<file path="src/rtl/dmairq_pkg.sv">
package dmairq_pkg;
   localparam int DATA_W      = 32;
   localparam int PSTAT_W     = 6;
   localparam int GEVT_W      = 4;
   localparam int GSTAT_LSB   = 1;
   localparam int SRC_GLB_BIT = 31;
   localparam int MAX_PIPES   = 31;

   localparam logic [PSTAT_W-1:0] PEN_RESET = 6'b110001;

   localparam int A_SRC   = 'h00;
   localparam int A_MASK  = 'h01;
   localparam int A_GSTAT = 'h02;
   localparam int A_GEN   = 'h03;
   localparam int A_GCLR  = 'h04;

   localparam int PIPE_BASE   = 'h20;
   localparam int PIPE_STRIDE = 4;

   typedef enum int {
      POFF_STAT = 0,
      POFF_EN   = 1,
      POFF_CLR  = 2
   } poff_e;

   function automatic int pipe_addr(input int p, input poff_e off);
      return PIPE_BASE + p * PIPE_STRIDE + int'(off);
   endfunction
endpackage

</file>
<file path="src/rtl/dmairq_pipe_bank.sv">
module dmairq_pipe_bank
   import dmairq_pkg::*;
#(
   parameter int NUM_PIPES = 4,
   parameter int ADDR_W    = 8
) (
   input  logic                         clk,
   input  logic                         rst_n,
   input  logic                         wr_en,
   input  logic [ADDR_W-1:0]            wr_addr,
   input  logic [DATA_W-1:0]            wr_data,
   input  logic [NUM_PIPES*PSTAT_W-1:0] evt,
   output logic [NUM_PIPES*PSTAT_W-1:0] stat,
   output logic [NUM_PIPES*PSTAT_W-1:0] en,
   output logic [NUM_PIPES-1:0]         src
);
   localparam int STAT_BITS = NUM_PIPES * PSTAT_W;

   initial begin
      if (STAT_BITS != NUM_PIPES * PSTAT_W) $error("pipe bank width mismatch");
   end

   for (genvar p = 0; p < NUM_PIPES; p++) begin : g_pipe
      localparam logic [ADDR_W-1:0] EN_A  = ADDR_W'(pipe_addr(p, POFF_EN));
      localparam logic [ADDR_W-1:0] CLR_A = ADDR_W'(pipe_addr(p, POFF_CLR));

      logic [PSTAT_W-1:0] st_q, en_q, clr_bits;
      logic               en_wr;

      assign en_wr    = wr_en && (wr_addr == EN_A);
      assign clr_bits = (wr_en && (wr_addr == CLR_A)) ? wr_data[PSTAT_W-1:0] : '0;

      always_ff @(posedge clk or negedge rst_n) begin
         if (!rst_n) begin
            st_q <= '0;
            en_q <= PEN_RESET;
         end else begin
            st_q <= (st_q & ~clr_bits) | evt[p*PSTAT_W +: PSTAT_W];
            if (en_wr) en_q <= wr_data[PSTAT_W-1:0];
         end
      end

      assign stat[p*PSTAT_W +: PSTAT_W] = st_q;
      assign en[p*PSTAT_W +: PSTAT_W]   = en_q;
      assign src[p]                     = |(st_q & en_q);
   end
endmodule

</file>
<file path="src/rtl/dmairq_glb_unit.sv">
module dmairq_glb_unit
   import dmairq_pkg::*;
#(
   parameter int ADDR_W = 8
) (
   input  logic              clk,
   input  logic              rst_n,
   input  logic              wr_en,
   input  logic [ADDR_W-1:0] wr_addr,
   input  logic [DATA_W-1:0] wr_data,
   input  logic [GEVT_W-1:0] evt,
   output logic [GEVT_W-1:0] stat,
   output logic [GEVT_W-1:0] en,
   output logic              src
);
   localparam logic [ADDR_W-1:0] EN_A  = ADDR_W'(A_GEN);
   localparam logic [ADDR_W-1:0] CLR_A = ADDR_W'(A_GCLR);
   localparam int               MSB   = GSTAT_LSB + GEVT_W - 1;

   logic [GEVT_W-1:0] clr_bits;

   assign clr_bits = (wr_en && (wr_addr == CLR_A)) ? wr_data[MSB:GSTAT_LSB] : '0;

   always_ff @(posedge clk or negedge rst_n) begin
      if (!rst_n) begin
         stat <= '0;
         en   <= '0;
      end else begin
         stat <= (stat & ~clr_bits) | evt;
         if (wr_en && (wr_addr == EN_A)) en <= wr_data[MSB:GSTAT_LSB];
      end
   end

   assign src = |(stat & en);
endmodule

</file>
<file path="src/rtl/dmairq_aggr.sv">
module dmairq_aggr
   import dmairq_pkg::*;
#(
   parameter int NUM_PIPES = 4,
   parameter int ADDR_W    = 8
) (
   input  logic                         clk,
   input  logic                         rst_n,
   input  logic                         reg_we,
   input  logic [ADDR_W-1:0]            reg_addr,
   input  logic [DATA_W-1:0]            reg_wdata,
   output logic [DATA_W-1:0]            reg_rdata,
   input  logic [NUM_PIPES*PSTAT_W-1:0] pipe_evt,
   input  logic [GEVT_W-1:0]            glb_evt,
   output logic                         irq_out
);
   localparam int PAD_W    = SRC_GLB_BIT - NUM_PIPES;
   localparam int MAP_END  = PIPE_BASE + NUM_PIPES * PIPE_STRIDE;

   if (NUM_PIPES < 1 || NUM_PIPES > MAX_PIPES) begin : g_bad_pipes
      initial $error("NUM_PIPES must be 1..31");
   end
   if (MAP_END > (1 << ADDR_W)) begin : g_bad_addr
      initial $error("ADDR_W too small for the pipe register window");
   end

   logic [NUM_PIPES*PSTAT_W-1:0] pipe_stat, pipe_en;
   logic [NUM_PIPES-1:0]         pipe_src;
   logic [GEVT_W-1:0]            glb_stat, glb_en;
   logic                         glb_src;
   logic [DATA_W-1:0]            src_word, env_mask;

   dmairq_pipe_bank #(.NUM_PIPES(NUM_PIPES), .ADDR_W(ADDR_W)) u_pipes (
      .clk     (clk),
      .rst_n   (rst_n),
      .wr_en   (reg_we),
      .wr_addr (reg_addr),
      .wr_data (reg_wdata),
      .evt     (pipe_evt),
      .stat    (pipe_stat),
      .en      (pipe_en),
      .src     (pipe_src)
   );

   dmairq_glb_unit #(.ADDR_W(ADDR_W)) u_glb (
      .clk     (clk),
      .rst_n   (rst_n),
      .wr_en   (reg_we),
      .wr_addr (reg_addr),
      .wr_data (reg_wdata),
      .evt     (glb_evt),
      .stat    (glb_stat),
      .en      (glb_en),
      .src     (glb_src)
   );

   if (PAD_W > 0) begin : g_src_pad
      assign src_word = {glb_src, {PAD_W{1'b0}}, pipe_src};
   end else begin : g_src_full
      assign src_word = {glb_src, pipe_src};
   end

   always_ff @(posedge clk or negedge rst_n) begin
      if (!rst_n)                                      env_mask <= '0;
      else if (reg_we && reg_addr == ADDR_W'(A_MASK))  env_mask <= reg_wdata;
   end

   assign irq_out = |(src_word & env_mask);

   always_comb begin
      reg_rdata = '0;
      if      (reg_addr == ADDR_W'(A_SRC))   reg_rdata = src_word;
      else if (reg_addr == ADDR_W'(A_MASK))  reg_rdata = env_mask;
      else if (reg_addr == ADDR_W'(A_GSTAT)) reg_rdata = DATA_W'({glb_stat, 1'b0});
      else if (reg_addr == ADDR_W'(A_GEN))   reg_rdata = DATA_W'({glb_en, 1'b0});
      for (int p = 0; p < NUM_PIPES; p++) begin
         if (reg_addr == ADDR_W'(pipe_addr(p, POFF_STAT)))
            reg_rdata = DATA_W'(pipe_stat[p*PSTAT_W +: PSTAT_W]);
         if (reg_addr == ADDR_W'(pipe_addr(p, POFF_EN)))
            reg_rdata = DATA_W'(pipe_en[p*PSTAT_W +: PSTAT_W]);
      end
   end
endmodule

</file>
<file path="config.mk">
export PLATFORM = sky130hd
export DESIGN_NAME = dmairq_aggr
export DESIGN_NICKNAME = d
export VERILOG_FILES = /design/src/rtl/dmairq_pkg.sv /design/src/rtl/dmairq_pipe_bank.sv /design/src/rtl/dmairq_glb_unit.sv /design/src/rtl/dmairq_aggr.sv
export SDC_FILE = /design/constraint.sdc
export NUM_CORES = 1
export LEC_CHECK = 0
export CELL_PAD_IN_SITES_DETAIL_PLACEMENT = 0
export CELL_PAD_IN_SITES_GLOBAL_PLACEMENT = 2
export CORE_MARGIN = 4
export CORE_UTILIZATION = 34
export CTS_BUF_LIST = sky130_fd_sc_hd__clkbuf_8
export CTS_CLUSTER_SIZE = 8
export DETAILED_ROUTE_END_ITERATION = 6
export GPL_TIMING_DRIVEN = 1
export PLACE_DENSITY = 0.94
export SYNTH_ARGS = -nofsm -noshare
export SYNTH_HDL_FRONTEND = slang
export SYNTH_SLANG_ARGS = --single-unit
</file>
<file path="constraint.sdc">
create_clock -name clk -period 2.3 [get_ports clk]
set_clock_uncertainty 0.1 [all_clocks]
set_input_delay 0.345 -clock clk [delete_from_list [all_inputs] [get_ports clk]]
set_output_delay 0.345 -clock clk [all_outputs]
set_load 0.005 [all_outputs]
</file>
Yosys cells after proc, flatten, opt, wreduce, memory -nomap -nowiden
Index checks and enable logic that the tools add are counted.
{"block": "word_totals", "ram_bits": 0, "wordCells": 83, "romBits": 0, "n_memories": 0, "output_inout_bits": 33, "register_bits": 88, "latchBits": 0}
{"block": "classes", "n_mux": 17, "order_cmp": 0, "n_reduce_logical": 18, "addsub": 0, "n_bitwise": 21, "div": 0, "n_mul": 0, "n_eq_ne": 16, "shifts": 0}
{"cell": "2-to-1 mux 32 bit", "count": 10}
{"cell": "== test 8 x 6 -> 1 bit, second input constant", "count": 12}
{"cell": "AND 6 bit", "count": 8}
{"cell": "AND 32 bit", "count": 1}
{"cell": "OR reduction 32 bit", "count": 1}
{"cell": "2-to-1 mux 6 bit", "count": 4}
{"cell": "NOT 6 bit", "count": 4}
{"cell": "OR 6 bit", "count": 4}
{"cell": "OR reduction 6 bit", "count": 4}
{"cell": "== test 8 x 2 -> 1 bit, second input constant", "count": 2}
{"cell": "logical AND 1 bit", "count": 11}
{"cell": "2-to-1 mux 5 bit", "count": 2}
{"cell": "AND 4 bit", "count": 2}
{"cell": "== test 8 x 1 -> 1 bit, second input constant", "count": 1}
{"cell": "== test 8 x 3 -> 1 bit, second input constant", "count": 1}
{"cell": "logical NOT 8 bit", "count": 1}
{"cell": "2-to-1 mux 4 bit", "count": 1}
{"cell": "NOT 4 bit", "count": 1}
{"cell": "OR 4 bit", "count": 1}
{"cell": "OR reduction 4 bit", "count": 1}

Logic depth before layout (Yosys ltp)
{"block": "depth", "ltp_word": 13, "ltp_mapped": 7}

Hierarchy
Synthesis repeated with hierarchy kept, for this count alone.
{"block": "unflattened", "hier_cells": 434, "hier_area_um2": 4794.6}
{"module": "dmairq_aggr", "cells_each": 240, "area_per_inst_um2": 2272.2, "n_inst": 1}
{"module": "dmairq_pipe_bank", "cells_each": 166, "area_per_inst_um2": 2149.6, "n_inst": 1}
{"module": "dmairq_glb_unit", "cells_each": 28, "area_per_inst_um2": 372.9, "n_inst": 1}

Worst setup path before layout
Ideal clock, no wire load.
{"block": "synth_path", "kind": "input-to-output", "from": "in reg_addr[4]", "to": "out reg_rdata[3]", "stages": 7, "t_arrival_ns": 1.764, "setup_slack_ns": 0.091, "required_time_ns": 1.855, "path_cell_list": "or4b_1 > buf_2 > nor2_4 > buf_6 > a22oi_1 > mux2_2 > o22ai_1"}
{"block": "synth_between", "elab_chain_cells": 13}
{"element": "start: declaration", "line": "dmairq_aggr.sv:10", "source": "input logic [ADDR_W-1:0] reg_addr,"}
{"element": "== test 8 x 2 -> 1 bit", "line": "dmairq_aggr.sv:75", "source": "else if (reg_addr == ADDR_W'(A_GEN)) reg_rdata = DATA_W'({glb_en, 1'b0});"}
{"element": "2-to-1 mux 5 bit", "line": "dmairq_aggr.sv:75"}
{"element": "2-to-1 mux 5 bit", "line": "dmairq_aggr.sv:74", "source": "else if (reg_addr == ADDR_W'(A_GSTAT)) reg_rdata = DATA_W'({glb_stat, 1'b0});"}
{"element": "2-to-1 mux 32 bit", "line": "dmairq_aggr.sv:73", "source": "else if (reg_addr == ADDR_W'(A_MASK)) reg_rdata = env_mask;"}
{"element": "2-to-1 mux 32 bit", "line": "dmairq_aggr.sv:72", "source": "if (reg_addr == ADDR_W'(A_SRC)) reg_rdata = src_word;"}
{"element": "2-to-1 mux 32 bit", "line": "dmairq_aggr.sv:77", "source": "if (reg_addr == ADDR_W'(pipe_addr(p, POFF_STAT)))"}
{"element": "2-to-1 mux 32 bit", "line": "dmairq_aggr.sv:79", "source": "if (reg_addr == ADDR_W'(pipe_addr(p, POFF_EN)))"}
{"element": "2-to-1 mux 32 bit", "line": "dmairq_aggr.sv:77"}
{"element": "2-to-1 mux 32 bit", "line": "dmairq_aggr.sv:79"}
{"element": "2-to-1 mux 32 bit", "line": "dmairq_aggr.sv:77"}
{"element": "2-to-1 mux 32 bit", "line": "dmairq_aggr.sv:79"}
{"element": "2-to-1 mux 32 bit", "line": "dmairq_aggr.sv:77"}
{"element": "2-to-1 mux 32 bit *", "line": "dmairq_aggr.sv:79"}
{"element": "end: declaration", "line": "dmairq_aggr.sv:12", "source": "output logic [DATA_W-1:0] reg_rdata,"}
Mark *: on every way between the ends. The rest lies on a longest branch, timed or not.

Final worst setup path
{"block": "layout_path", "from": "in reg_addr[6]", "to": "out reg_rdata[5]"}
{"block": "layout_between", "elab_chain_cells": 11}
{"element": "== test 8 x 1 -> 1 bit", "line": "dmairq_aggr.sv:73"}
{"element": "2-to-1 mux 32 bit", "line": "dmairq_aggr.sv:73"}
{"element": "2-to-1 mux 32 bit", "line": "dmairq_aggr.sv:72"}
{"element": "2-to-1 mux 32 bit", "line": "dmairq_aggr.sv:77"}
{"element": "2-to-1 mux 32 bit", "line": "dmairq_aggr.sv:79"}
{"element": "2-to-1 mux 32 bit", "line": "dmairq_aggr.sv:77"}
{"element": "2-to-1 mux 32 bit", "line": "dmairq_aggr.sv:79"}
{"element": "2-to-1 mux 32 bit", "line": "dmairq_aggr.sv:77"}
{"element": "2-to-1 mux 32 bit", "line": "dmairq_aggr.sv:79"}
{"element": "2-to-1 mux 32 bit", "line": "dmairq_aggr.sv:77"}
{"element": "2-to-1 mux 32 bit *", "line": "dmairq_aggr.sv:79"}
Marks and branches as above.

==> impl_metrics.yaml <==
place:
  post-place-cells: 752
  port_buffers: 103
  gp_congestion: 0.9445
  hpwl_mm: 11.81
global_route:
  grt_use_total_pct: 20.64
  grt_pass1_vias: 4498
  antenna_found_initial: 0
  grt_pass1_wl_mm: 25.21
  gr-total-overflow: 0
  grt_start_max_net_pins: 58
yosys:
  netlist_area_um2: 4639
  post-synth-top-area-cell: "dfrtp_1"
  netlist_top_cells_area: "dfrtp_1, mux2_4, mux2_2, dfstp_2, a21o_1"
  synth_warnings: 0
  async_reset_ff_share_pct: 100.0
  synth_edf_count: 0
  ys_types: 50
  netlist_instances: 408
  yosysTopAreaCellShare_pct: 40.99
  yosys_most_used_dff: "dfrtp_1"
  synth_seq_cells: 88
  postSynthAreaPerCell_um2: 11.37
  syn-num-nets: 479
  yosysSeqAreaShare_pct: 47.79
final_layout:
  area_growth_pct: 54.18
  final_common_cell: "buf_4"
  utilization_pct: 53.80
  diodes: 0
  fin_cells: 795
  drive_gt1_share_pct: 48.63
  layout_common_cells: "buf_4, dfrtp_1, clkdlybuf4s50_1, nand2_1, mux2_2"
  fillers: 1186
  nets: 685
cts:
  cts_root_buffer: "clkbuf_8"
  cts_max_level: 3
  cts.sinks: 88
  clk_latency_ns: 0.38
  cts_tree: "done"
  clock_path_buffers: 2
  cts.clk_slew.worst_paths_ns: 0.07
  cts_buffers: 9
drt:
  dr.pass1.iters: 4
  drtIter0Drc: 234
  viasPerCell: 5.185
  wl_per_cell_um: 20.12
  postRouteAntennaNets: 0
  vias: 4122
  drc: 0
  drt-total-wl_mm: 16.00
floorplanning:
  num_rows: 42
  die_w_um: 124.8
  io_pins: 104
  die_h_um: 124.8
  initial_core_util_pct: 34.90
  core_um2: 13300
  die_area_um2: 15580
worst_setup_path:
  crit_slowest_cell: "or4_4"
  crit_required_ns: 1.86
  arrival_ns: 2.13
  r2r_cells: 2
  crit_path_end_kind: "output port"
  cp_cell_sequence: "buf_6 > buf_6 > or4_4 > nor3_4 > buf_4 > a21boi_2 > o32a_1 > o31ai_2 > buf_2"
  critPathKind: "in -> out"
  start_kind: "input port"
  slowest_delay_ns: 0.53
  cp_max_fo: 3
  cpMostUsedCell: "buf_6"
power:
  leakage_nw: 3.226
  power_density_nw_per_um2: 484.9
  ir_drop_mv: 0.3118
timing:
  rsz0062_at_grt: "true"
  fin_ws_ns: -0.2726
  slew_viol_final: 0
  whs_ns: 0.3692
  post-route-period-util_pct: 111.9
  fmax_ghz: 0.3887
  tightest_slew_ns: 0.6555
  finalSetupViolCount: 24
  min_period_ns: 2.573
  hold_viol_final: 0
  slew_headroom_pct: 56.16
flow_run:
  max_cap_violations: 0
outcome:
  violations: "setup timing"
  status: "finished, violations left"
hold_path:
  min_path_type: "in -> async"
-- Yosys cell counts (2+ instances only) --
cell type  count
o32a_1         2
a221oi_1       2
nand2b_1       3
dfrtp_1       76
mux2_2        36
o211ai_1       3
or2_2          2
a22oi_1       22
a22o_1         6
o22ai_1        4
nor3_1         3
a31oi_1        4
nand4_1        4
a21oi_1        9
a21boi_0       2
dfstp_2       12
nand2_1       39
clkbuf_1      17
inv_1          4
o2bb2ai_1      3
nand3b_1       2
nand3_1        9
nor2_1        17
nand3_2        3
o31ai_1        2
o22a_1         5
o21ai_0       10
mux2_4        30
nor2b_1        2
and2_1        25
buf_6          4
a21o_1        28
-- worst paths after layout --
path                                                              end                                  start  slack, ns
worst max-delay path                                     reg_rdata[5]                            reg_addr[6]      -0.27
worst min-delay path              u_pipes.g_pipe[2].st_q[3]$_DFF_PN0_                                  rst_n       0.37
worst max register to register  u_pipes.g_pipe[3].en_q[3]$_DFFE_PN0P_  u_pipes.g_pipe[3].en_q[3]$_DFFE_PN0P_       1.26
worst min register to register               env_mask[22]$_DFFE_PN0P_               env_mask[22]$_DFFE_PN0P_       0.41
max in group asynchronous       u_pipes.g_pipe[1].en_q[5]$_DFFE_PN1P_                                  rst_n       1.04
min in group clk                             env_mask[22]$_DFFE_PN0P_               env_mask[22]$_DFFE_PN0P_       0.41
-- power breakdown --
group	switching, mW	internal (mW)	total [mW]
Sequential	0.0379	1.61	1.64
Combinational	0.235	0.283	0.518
Clock	0.533	0.774	1.31
-- flip-flops by register name, summed over array words and instances, names as in the netlist --
signal               flops
env_mask                32
u_glb.en                 4
u_glb.stat               4
u_pipes.g_pipe.en_q     24
u_pipes.g_pipe.st_q     24
-- stage by stage --
stage               instance area [um2]  power, mW  setup WS (ns)  setup TNS (ns)
floorplan                          4639      1.838        0.09054               0
CTS                                7076      3.500        -0.2937          -1.462
global route                       7153      3.617        -0.3250          -3.698
detailed placement                 6469      2.147         -1.128          -51.93
global placement                   6469      2.141         -1.058          -49.49
finish                             7153      3.468        -0.2726          -2.212
-- metal layers --
layer	routed length (um)	vias up	track usage (%)
met1	7360	2077	28.27
met4	471	0	8.992
li1	-	1911	-
met5	0	-	0
met2	7584	100	32.09
met3	579	34	3.645
-- kinds of logic after synthesis --
group	Yosys count	synth area share, %
AND/OR/NAND/NOR	120	14.13
AO/OA/AOI/OAI	107	16.77
buffers and inverters	27	2.858
multiplexers	66	18.45
flip-flops	88	47.79
-- critical path, delay by kind of cell --
| family | cells | cell delay, ns |
|---|---|---|
| and+or+nand+nor | 2 | 0.77 |
| buffers and inverters | 4 | 0.50 |
| AOI/OAI and AO/OA | 3 | 0.50 |
-- layout make-up --
type | instances | area, um2 | area share, %
Clock buffer | 11 | 151.4 | 2.116
Tap cell | 176 | 220.2 | 3.079
Multi-Input combinational cell | 293 | 2524 | 35.28
Sequential cell | 88 | 2218 | 31.01
Clock inverter | 5 | 97.59 | 1.364
Timing Repair Buffer | 218 | 1927 | 26.94
Inverter | 4 | 15.01 | 0.2099
-- repair_timing --
item,4_1_cts,5_1_grt
setup endpoints to repair,36,30
gates cloned,3,0
pin swaps,37,22
hold buffers,1,0
resized for setup,233,18
setup buffers,21,8
hold endpoints to repair,24,0
No activity file was read; power rests on OpenSTA's default activity.
